### src/rtl/srr_pkg.sv
package srr_pkg;

    typedef enum logic {
        ST_IDLE  = 1'b0,
        ST_SHIFT = 1'b1
    } srr_state_e;

    // Transfer controls captured when a read is accepted
    typedef struct packed {
        logic byte_down;
        logic bit_lsb;
        logic pin_ded;
    } srr_cfg_t;

endpackage

### src/rtl/srr_sclk_gen.sv
// Divides the system clock into the serial clock; reports the falling edge.
module srr_sclk_gen #(
    parameter int HALF_PER = 4
) (
    input  logic clk,
    input  logic rst_n,
    input  logic run_i,
    output logic sclk_o,
    output logic fall_o
);
    localparam int TMR_W = (HALF_PER > 1) ? $clog2(HALF_PER) : 1;
    localparam logic [TMR_W-1:0] TMR_LAST = TMR_W'(HALF_PER - 1);

    typedef struct packed {
        logic [TMR_W-1:0] tmr;
        logic             sclk;
    } gen_t;

    gen_t gen_d, gen_q;
    logic tick_w;

    always_comb begin
        gen_d  = gen_q;
        tick_w = run_i && (gen_q.tmr == TMR_LAST);
        if (!run_i) begin
            gen_d.tmr  = '0;
            gen_d.sclk = 1'b0;
        end else if (tick_w) begin
            gen_d.tmr  = '0;
            gen_d.sclk = ~gen_q.sclk;
        end else begin
            gen_d.tmr = gen_q.tmr + 1'b1;
        end
    end

    always_ff @(posedge clk or negedge rst_n) begin
        if (!rst_n) begin
            gen_q <= '0;
        end else begin
            gen_q <= gen_d;
        end
    end

    assign sclk_o = gen_q.sclk;
    assign fall_o = tick_w & gen_q.sclk;

endmodule

### src/rtl/srr_byte_shift.sv
// Holds the byte in flight and presents its current bit in either order.
module srr_byte_shift #(
    parameter int DATA_W = 8
) (
    input  logic              clk,
    input  logic              rst_n,
    input  logic              load_i,
    input  logic [DATA_W-1:0] load_data_i,
    input  logic              shift_i,
    input  logic              lsb_first_i,
    output logic              bit_o,
    output logic              last_bit_o
);
    localparam int IDX_W = (DATA_W > 1) ? $clog2(DATA_W) : 1;
    localparam logic [IDX_W-1:0] IDX_LAST = IDX_W'(DATA_W - 1);

    typedef struct packed {
        logic [DATA_W-1:0] sh;
        logic [IDX_W-1:0]  idx;
    } shf_t;

    shf_t shf_d, shf_q;

    always_comb begin
        shf_d = shf_q;
        if (load_i) begin
            shf_d.sh  = load_data_i;
            shf_d.idx = '0;
        end else if (shift_i) begin
            shf_d.idx = shf_q.idx + 1'b1;
            if (lsb_first_i) begin
                shf_d.sh = {1'b0, shf_q.sh[DATA_W-1:1]};
            end else begin
                shf_d.sh = {shf_q.sh[DATA_W-2:0], 1'b0};
            end
        end
    end

    always_ff @(posedge clk or negedge rst_n) begin
        if (!rst_n) begin
            shf_q <= '0;
        end else begin
            shf_q <= shf_d;
        end
    end

    assign bit_o      = lsb_first_i ? shf_q.sh[0] : shf_q.sh[DATA_W-1];
    assign last_bit_o = (shf_q.idx == IDX_LAST);

endmodule

### src/rtl/srr_addr_seq.sv
// Tracks the current address and the bytes left; steps up or down with wrap.
module srr_addr_seq #(
    parameter int ADDR_W = 4,
    parameter int CNT_W  = 4
) (
    input  logic              clk,
    input  logic              rst_n,
    input  logic              load_i,
    input  logic [ADDR_W-1:0] addr_i,
    input  logic [CNT_W-1:0]  cnt_i,
    input  logic              step_i,
    input  logic              down_i,
    output logic [ADDR_W-1:0] addr_next_o,
    output logic              last_o
);
    typedef struct packed {
        logic [ADDR_W-1:0] addr;
        logic [CNT_W-1:0]  left;
    } seq_t;

    seq_t seq_d, seq_q;
    logic [ADDR_W-1:0] nxt_w;

    always_comb begin
        nxt_w = down_i ? (seq_q.addr - 1'b1) : (seq_q.addr + 1'b1);
        seq_d = seq_q;
        if (load_i) begin
            seq_d.addr = addr_i;
            seq_d.left = cnt_i;
        end else if (step_i) begin
            seq_d.addr = nxt_w;
            seq_d.left = seq_q.left - 1'b1;
        end
    end

    always_ff @(posedge clk or negedge rst_n) begin
        if (!rst_n) begin
            seq_q <= '0;
        end else begin
            seq_q <= seq_d;
        end
    end

    assign addr_next_o = nxt_w;
    assign last_o      = (seq_q.left == CNT_W'(1));

endmodule

### src/rtl/serial_reg_reader.sv
module serial_reg_reader
    import srr_pkg::*;
#(
    parameter int ADDR_W   = 4,
    parameter int DATA_W   = 8,
    parameter int CNT_W    = 4,
    parameter int HALF_PER = 4
) (
    input  logic              clk,
    input  logic              rst_n,
    input  logic              start_i,
    input  logic [ADDR_W-1:0] start_addr_i,
    input  logic [CNT_W-1:0]  byte_cnt_i,
    input  logic              byte_down_i,
    input  logic              bit_lsb_i,
    input  logic              pin_ded_i,
    output logic [ADDR_W-1:0] rf_addr_o,
    input  logic [DATA_W-1:0] rf_data_i,
    output logic              sclk_o,
    output logic              sdio_o,
    output logic              sdio_oe_o,
    output logic              sdo_o,
    output logic              sdo_oe_o,
    output logic              busy_o
);
    typedef struct packed {
        srr_state_e state;
        srr_cfg_t   cfg;
    } ctl_t;

    ctl_t ctl_d, ctl_q;

    logic busy_w, go_w, fall_w, last_bit_w, last_byte_w;
    logic next_byte_w, sh_load_w, sh_shift_w, bit_w;
    logic [ADDR_W-1:0] addr_next_w;
    logic dir_down;

    always_comb begin
        ctl_d       = ctl_q;
        busy_w      = (ctl_q.state == ST_SHIFT);
        go_w        = !busy_w && start_i && (byte_cnt_i != '0);
        next_byte_w = busy_w && fall_w && last_bit_w && !last_byte_w;
        sh_load_w   = go_w || next_byte_w;
        sh_shift_w  = busy_w && fall_w && !last_bit_w;
        if (go_w) begin
            ctl_d.state = ST_SHIFT;
            ctl_d.cfg   = '{byte_down: byte_down_i, bit_lsb: bit_lsb_i, pin_ded: pin_ded_i};
        end else if (busy_w && fall_w && last_bit_w && last_byte_w) begin
            ctl_d.state = ST_IDLE;
        end
    end

    always_ff @(posedge clk or negedge rst_n) begin
        if (!rst_n) begin
            ctl_q <= '{state: ST_IDLE, cfg: '0};
        end else begin
            ctl_q <= ctl_d;
        end
    end

    srr_sclk_gen #(.HALF_PER(HALF_PER)) u_sclk (
        .clk    (clk),
        .rst_n  (rst_n),
        .run_i  (busy_w),
        .sclk_o (sclk_o),
        .fall_o (fall_w)
    );

    srr_byte_shift #(.DATA_W(DATA_W)) u_shift (
        .clk         (clk),
        .rst_n       (rst_n),
        .load_i      (sh_load_w),
        .load_data_i (rf_data_i),
        .shift_i     (sh_shift_w),
        .lsb_first_i (go_w ? bit_lsb_i : ctl_q.cfg.bit_lsb),
        .bit_o       (bit_w),
        .last_bit_o  (last_bit_w)
    );

    srr_addr_seq #(.ADDR_W(ADDR_W), .CNT_W(CNT_W)) u_addr (
        .clk         (clk),
        .rst_n       (rst_n),
        .load_i      (go_w),
        .addr_i      (start_addr_i),
        .cnt_i       (byte_cnt_i),
        .step_i      (next_byte_w),
        .down_i      (ctl_q.cfg.byte_down),
        .addr_next_o (addr_next_w),
        .last_o      (last_byte_w)
    );

    // Idle: present the start address; running: present the next byte's address
    assign rf_addr_o = busy_w ? addr_next_w : start_addr_i;
    assign dir_down  = ctl_q.cfg.byte_down;

    assign busy_o    = busy_w;
    assign sdio_oe_o = busy_w && !ctl_q.cfg.pin_ded;
    assign sdo_oe_o  = busy_w &&  ctl_q.cfg.pin_ded;
    assign sdio_o    = sdio_oe_o && bit_w;
    assign sdo_o     = sdo_oe_o && bit_w;

endmodule

### config.mk
export PLATFORM = sky130hd
export DESIGN_NAME = serial_reg_reader
export DESIGN_NICKNAME = d
export VERILOG_FILES = /design/src/rtl/srr_pkg.sv /design/src/rtl/srr_sclk_gen.sv /design/src/rtl/srr_byte_shift.sv /design/src/rtl/srr_addr_seq.sv /design/src/rtl/serial_reg_reader.sv
export SDC_FILE = /design/constraint.sdc
export NUM_CORES = 1
export LEC_CHECK = 0
export BUFFER_PORTS_ARGS = -buffer_cell sky130_fd_sc_hd__buf_2
export CORE_MARGIN = 2
export CORE_UTILIZATION = 59
export CTS_CLUSTER_DIAMETER = 30
export DETAILED_ROUTE_END_ITERATION = 10
export PLACE_DENSITY = 0.84
export REMOVE_ABC_BUFFERS = 1
export SYNTH_ARGS = -nofsm -noshare
export SYNTH_HDL_FRONTEND = slang
export SYNTH_SLANG_ARGS = --single-unit
### constraint.sdc
create_clock -name clk -period 3.3 [get_ports clk]
set_input_delay 0.66 -clock clk [delete_from_list [all_inputs] [get_ports clk]]
set_output_delay 0.66 -clock clk [all_outputs]
set_load 0.05 [all_outputs]
==> impl_metrics.tcl, run 1 <==
set metrics [dict create \
    status "finished, final reports clean" \
    cts_tree "yes" \
    cp_max_fo 18 \
    clockBufferDepth 2 \
    final_common_cell "buf_2" \
    yosysSeqAreaShare_pct 39.6 \
    drt_first_iter_violations 70 \
    drcViolationCount 0 \
    cp_slowest_stage_delay_ns 0.63 \
    diodes 0 \
    syn_avg_cell_area_um2 9.34 \
    relSlewSlack_pct 58.5 \
    max_clock_freq_mhz 338 \
    critPathTopFamily "flip-flops" \
    setup_viol 0 \
    ctsResizeCount 0 \
    io_pins 32 \
    ys_ff_latch 26 \
    gp_congestion 0.823 \
    netSwitchingPower_uw 861 \
    yosys.area.top_type "dfrtp_1" \
    p_per_area_nw_per_um2 970 \
    dp_slack_ns 0.552 \
    synth_cells 176 \
    fin_crit_sh_pct 89.6 \
    clockPowerShare_pct 12.3 \
    skew_ns 0.0139 \
    via_per_inst 5.95 \
    cts_buffers 3 \
    fill_cells 233 \
    rsz0062_at_grt "no" \
    antenna_found_initial 0 \
    tns_ns 0 \
    ys_types 51 \
    die_h_um 56.8 \
    clock_latency_ns 0.33 \
    htreeDepth 1 \
    dr.pass1.iters 6 \
    fp.dieArea_um2 3220 \
    p_int_uw 938 \
    critPathCaptureType "primary output" \
    port-buffer-count 31 \
    p_leak_nw 0.863 \
    rows 19 \
    critPathArrivalTime_ns 2.30 \
    cts.sinks 26 \
    fin_nets 236 \
    grt_start_max_net_pins 27 \
    p_comb_share_pct 54.8 \
    grt.overflow.total 0 \
    ir_drop_v 0.000788 \
    vias 1404 \
    path_cells "nand2b_1, o21ai_0, nand3b_1, a21boi_1, buf_2" \
    hold_violations 0 \
    slowest_stage "dfrtp_1" \
    layout_common_cells "buf_2 (31), dfrtp_1 (26), nand2_1 (21), nor2_1 (18), a21oi_1 (16)" \
    synth_top_area_share_pct 39.6 \
    syn_to_final_growth_pct 12.8 \
    cts.clk_slew.worst_paths_ns 0.15 \
    cts_setup_buffers 0 \
    grt_pass1_vias 1399 \
    postCtsHoldBufs 0 \
    yosysWarnings 0 \
    seqPwrFrac_pct 32.9 \
    final_layout_size_suffix_gt1_share_pct 24.4 \
    switching_share_pct 47.9 \
    async_flop_share_pct 100 \
    synthTopCellsByArea "dfrtp_1 (40%), ha_1 (5.3%), a21oi_1 (4.9%)" \
    synth_edf_count 0 \
    fin_ws_ns 0.342 \
    worstHoldPathType "input port to async pin" \
    core_um2 2710 \
    dieWidth_um 56.8 \
    root_buffer "clkbuf_4" \
    ys.flop_type "dfrtp_1" \
    ant_nets 0 \
    grt_pass1_wl_um 6210 \
    cp_num_buf_inv 1 \
    tightest_slew_ns 0.619 \
    track_usage_pct 24.1 \
    utilization_pct 68.4 \
    hpwl_um 2760 \
    slew_viol_final 0 \
    layout_min_cycle_time_ns 2.96 \
    critPathRequiredTime_ns 2.64 \
    crit_type "flip-flop to primary output" \
    startpoint_type "flip-flop" \
    start_util_pct 60.7 \
    drt-wirelength-per-cell_um 15.8 \
    synth.cell_area_um2 1640 \
    drt_wl_total_um 3720 \
    drv_cap 0 \
]
## final cells by class
class / instances / area, um^2 / share of cell area, %
Timing Repair Buffer: 32 / 163 / 8.77
Inverter: 7 / 26.3 / 1.42
Multi-Input combinational cell: 136 / 923 / 49.8
Sequential cell: 26 / 651 / 35.1
Tap cell: 31 / 38.8 / 2.09
Clock buffer: 3 / 22.5 / 1.21
Clock inverter: 1 / 30.0 / 1.62
## cell families (layout without fill, tap and decap cells)
group	count (synthesis)	count (layout)	synth area share (%)
buffers and inverters	14	43	4.26
adder cells (fa/ha/maj)	8	8	6.54
XOR/XNOR	6	6	4.03
AND/OR/NAND/NOR	70	70	23.5
multiplexers	8	8	5.02
flip-flops	26	26	39.6
AO/OA/AOI/OAI	44	44	17.0
## sequential cells by signal, summed over array words and instances, names as in the netlist
| name | cells |
|---|---|
| busy_o | 1 |
| ctl_q | 2 |
| dir_down | 1 |
| u_addr.seq_q | 8 |
| u_sclk.gen_q | 2 |
| u_sclk.sclk_o | 1 |
| u_shift.shf_q | 11 |
## final timing paths
| check | slack (ns) | startpoint | depth (start not counted) | to |
|---|---|---|---|---|
| min in group clk | 0.45 | u_sclk.gen_q[1] | 1 | u_sclk.gen_q[1] |
| worst max-delay path | 0.34 | busy_o | 5 | sdio_o |
| worst min-delay path | 0.31 | rst_n | 1 | dir_down |
| worst min register to register | 0.45 | u_sclk.gen_q[1] | 1 | u_sclk.gen_q[1] |
| worst max register to register | 1.28 | busy_o | 5 | u_addr.seq_q[1] |
| max in group asynchronous | 2.59 | rst_n | 1 | u_shift.shf_q[10] |
## power groups by stage
stage                     logic (mW)  clock network [mW]  registers, mW
after global routing            1.07               0.232          0.609
final                          0.985               0.222          0.592
after floorplan                0.759                   0          0.582
after CTS                      0.987               0.222          0.588
after detailed placement       0.978                   0          0.596
after global placement         0.930                   0          0.582
## metal layers
layer,wire length [um],track usage [%],up-vias
met1,1550,29.7,669
li1,-,-,671
met5,0,0,-
met2,1920,43.4,47
met3,137,2.76,17
met4,123,8.64,0
## synthesized netlist by cell type, types with 2 or more instances
library cell	instances
o22ai_1	2
nand2_1	21
o21ai_0	5
nand3b_1	2
mux2i_1	6
xor2_1	2
mux2_2	2
and2_1	4
a21oi_1	16
nand2b_1	4
dfrtp_1	26
nand4b_1	2
xnor2_1	3
ha_1	7
a31oi_1	2
nand3_1	3
o21ai_1	6
a22oi_1	2
nor2_1	18
buf_2	3
a21boi_1	2
inv_1	7
nor3b_1	2
nor3_1	2
## metrics by stage
stage | hold WS [ns] | instances | power (mW) | instance area [um^2]
after floorplan | 0.364 | 169 | 1.34 | 1600
after global placement | 0.422 | 232 | 1.51 | 1800
after CTS | 0.323 | 236 | 1.80 | 1850
final | 0.309 | 236 | 1.80 | 1850
after detailed placement | 0.433 | 232 | 1.57 | 1800
after global routing | 0.350 | 236 | 1.92 | 1850
No activity file was read; power rests on OpenSTA's default activity.
==> run 2, diff against run 1 <==
--- a/config.mk
+++ b/config.mk
@@ -8,9 +8,11 @@
 export BUFFER_PORTS_ARGS = -buffer_cell sky130_fd_sc_hd__buf_2
 export CORE_MARGIN = 2
 export CORE_UTILIZATION = 59
+export CTS_BUF_LIST = sky130_fd_sc_hd__clkbuf_16
 export CTS_CLUSTER_DIAMETER = 30
 export DETAILED_ROUTE_END_ITERATION = 10
 export PLACE_DENSITY = 0.84
+export RECOVER_POWER = 25
 export REMOVE_ABC_BUFFERS = 1
 export SYNTH_ARGS = -nofsm -noshare
 export SYNTH_HDL_FRONTEND = slang
==> impl_metrics.tcl, run 2 (synthesis results as in run 1) <==
set metrics [dict create \
    status "finished, final reports clean" \
    dr.pass1.iters 4 \
    fin_crit_sh_pct 87.4 \
    startpoint_type "flip-flop" \
    setup_viol 0 \
    tns_ns 0 \
    p_per_area_nw_per_um2 1010 \
    max_clock_freq_mhz 347 \
    r2r-end "u_addr.seq_q[1]" \
    drcViolationCount 0 \
    fin_total_pwr_mw 1.93 \
    cp_max_fo 18 \
    crit_end "sdio_o" \
    port-buffer-count 31 \
    clock_latency_ns 0.26 \
    ir_drop_v 0.000800 \
    critPathCaptureType "primary output" \
    fp.dieArea_um2 3220 \
    dp_slack_ns 0.552 \
    io_pins 32 \
    core_um2 2710 \
    die_h_um 56.8 \
    critPathArrivalTime_ns 2.23 \
    drv_cap 0 \
    crit_type "flip-flop to primary output" \
    layout_common_cells "buf_2 (30), dfrtp_1 (26), nand2_1 (21), nor2_1 (18), a21oi_1 (16)" \
    via_per_inst 5.80 \
    grt_start_max_net_pins 27 \
    layout_min_cycle_time_ns 2.89 \
    cts_buffers 3 \
    hold_violations 0 \
    slew_viol_final 0 \
    track_usage_pct 24.6 \
    p_leak_nw 0.884 \
    tightest_slew_ns 1.38 \
    syn_to_final_growth_pct 15.9 \
    critPathRequiredTime_ns 2.64 \
    vias 1368 \
    top_register "u_shift.shf_q" \
    grt_pass1_wl_um 6270 \
    cts.sinks 26 \
    relSlewSlack_pct 8.05 \
    cts.clk_slew.worst_paths_ns 0.07 \
    start_util_pct 60.7 \
    grt.overflow.total 0 \
    reg2reg_depth 5 \
    r2r-start "busy_o" \
    largest_reg_flops 11 \
    fin_ws_ns 0.414 \
    final_cell_count_no_fill 236 \
    fin_area_um2 1910 \
    drt-wirelength-per-cell_um 15.8 \
    root_buffer "clkbuf_16" \
    place_inst 232 \
    grt_pass1_vias 1377 \
    antenna_found_initial 0 \
    cts_setup_buffers 0 \
    dieWidth_um 56.8 \
    clockBufferDepth 2 \
    top_regs "u_shift.shf_q: 11 flops, u_addr.seq_q: 8 flops" \
    ff2ff_setup_slack_ns 1.29 \
    skew_ns 0.00684 \
    cts_tree "yes" \
    final_common_cell "buf_2" \
    diodes 0 \
    rows 19 \
    gp_congestion 0.823 \
    drt_wl_total_um 3720 \
    hpwl_um 2760 \
    dpl_cell_area_um2 1800 \
    utilization_pct 70.3 \
    fin_nets 236 \
    final_layout_size_suffix_gt1_share_pct 23.9 \
    hold_ws_ns 0.440 \
    worstHoldPathType "flip-flop to flip-flop" \
    ctsResizeCount 0 \
    htreeDepth 1 \
    postCtsHoldBufs 0 \
    hold_start "u_sclk.gen_q[1]" \
    drt_first_iter_violations 71 \
    rsz0062_at_grt "no" \
    worstSetupStartpoint "busy_o" \
    ant_nets 0 \
]
==> run 2: changes by cell type in the layout (fill, tap and decap cells not counted) <==
cell,delta
buf_2,-1
clkbuf_1,+1
clkbuf_16,+3
clkbuf_4,-3
==> run 2: worst min-delay path by stage <==
| stage | end | slack [ns] | cells after the start |
|---|---|---|---|
| 2_1_floorplan | busy_o | 0.36 | 0 |
| 3_3_place_gp | u_sclk.gen_q[1] | 0.42 | 1 |
| 3_5_place_dp | u_sclk.gen_q[1] | 0.43 | 1 |
| 4_1_cts | dir_down | 0.41 | 1 |
| 5_1_grt | u_sclk.gen_q[1] | 0.46 | 1 |
| 6_report | u_sclk.gen_q[1] | 0.44 | 1 |
==> run 2: layer usage <==
layer	part of all wire (%)	global-route usage (%)	vias up
li1	-	-	677
met1	40	29.9	643
met2	53	45.0	40
met3	4.8	3.23	8
met4	1.5	7.31	0
met5	0	0	-
==> run 2: critical path, cell delays in order (launching register included) <==
cell	delay, ns
dfrtp_1	0.61
nand2b_1	0.35
o21ai_0	0.31
nand3b_1	0.18
a21boi_1	0.20
buf_2	0.30
==> run 2: power breakdown <==
part	total [mW]	switching (mW)	internal, mW
clock	0.354	0.112	0.241
combinational	0.985	0.624	0.361
sequential	0.592	0.136	0.456
total	1.93	0.872	1.06
==> run 2: cell type report <==
type	instances	area [um^2]
clock buffers	3	75.1
clock inverters	1	30.0
fillers	221	805
inverters	7	26.3
multi-input cells	136	923
flip-flops and latches	26	651
well taps	31	38.8
repair buffers	32	161
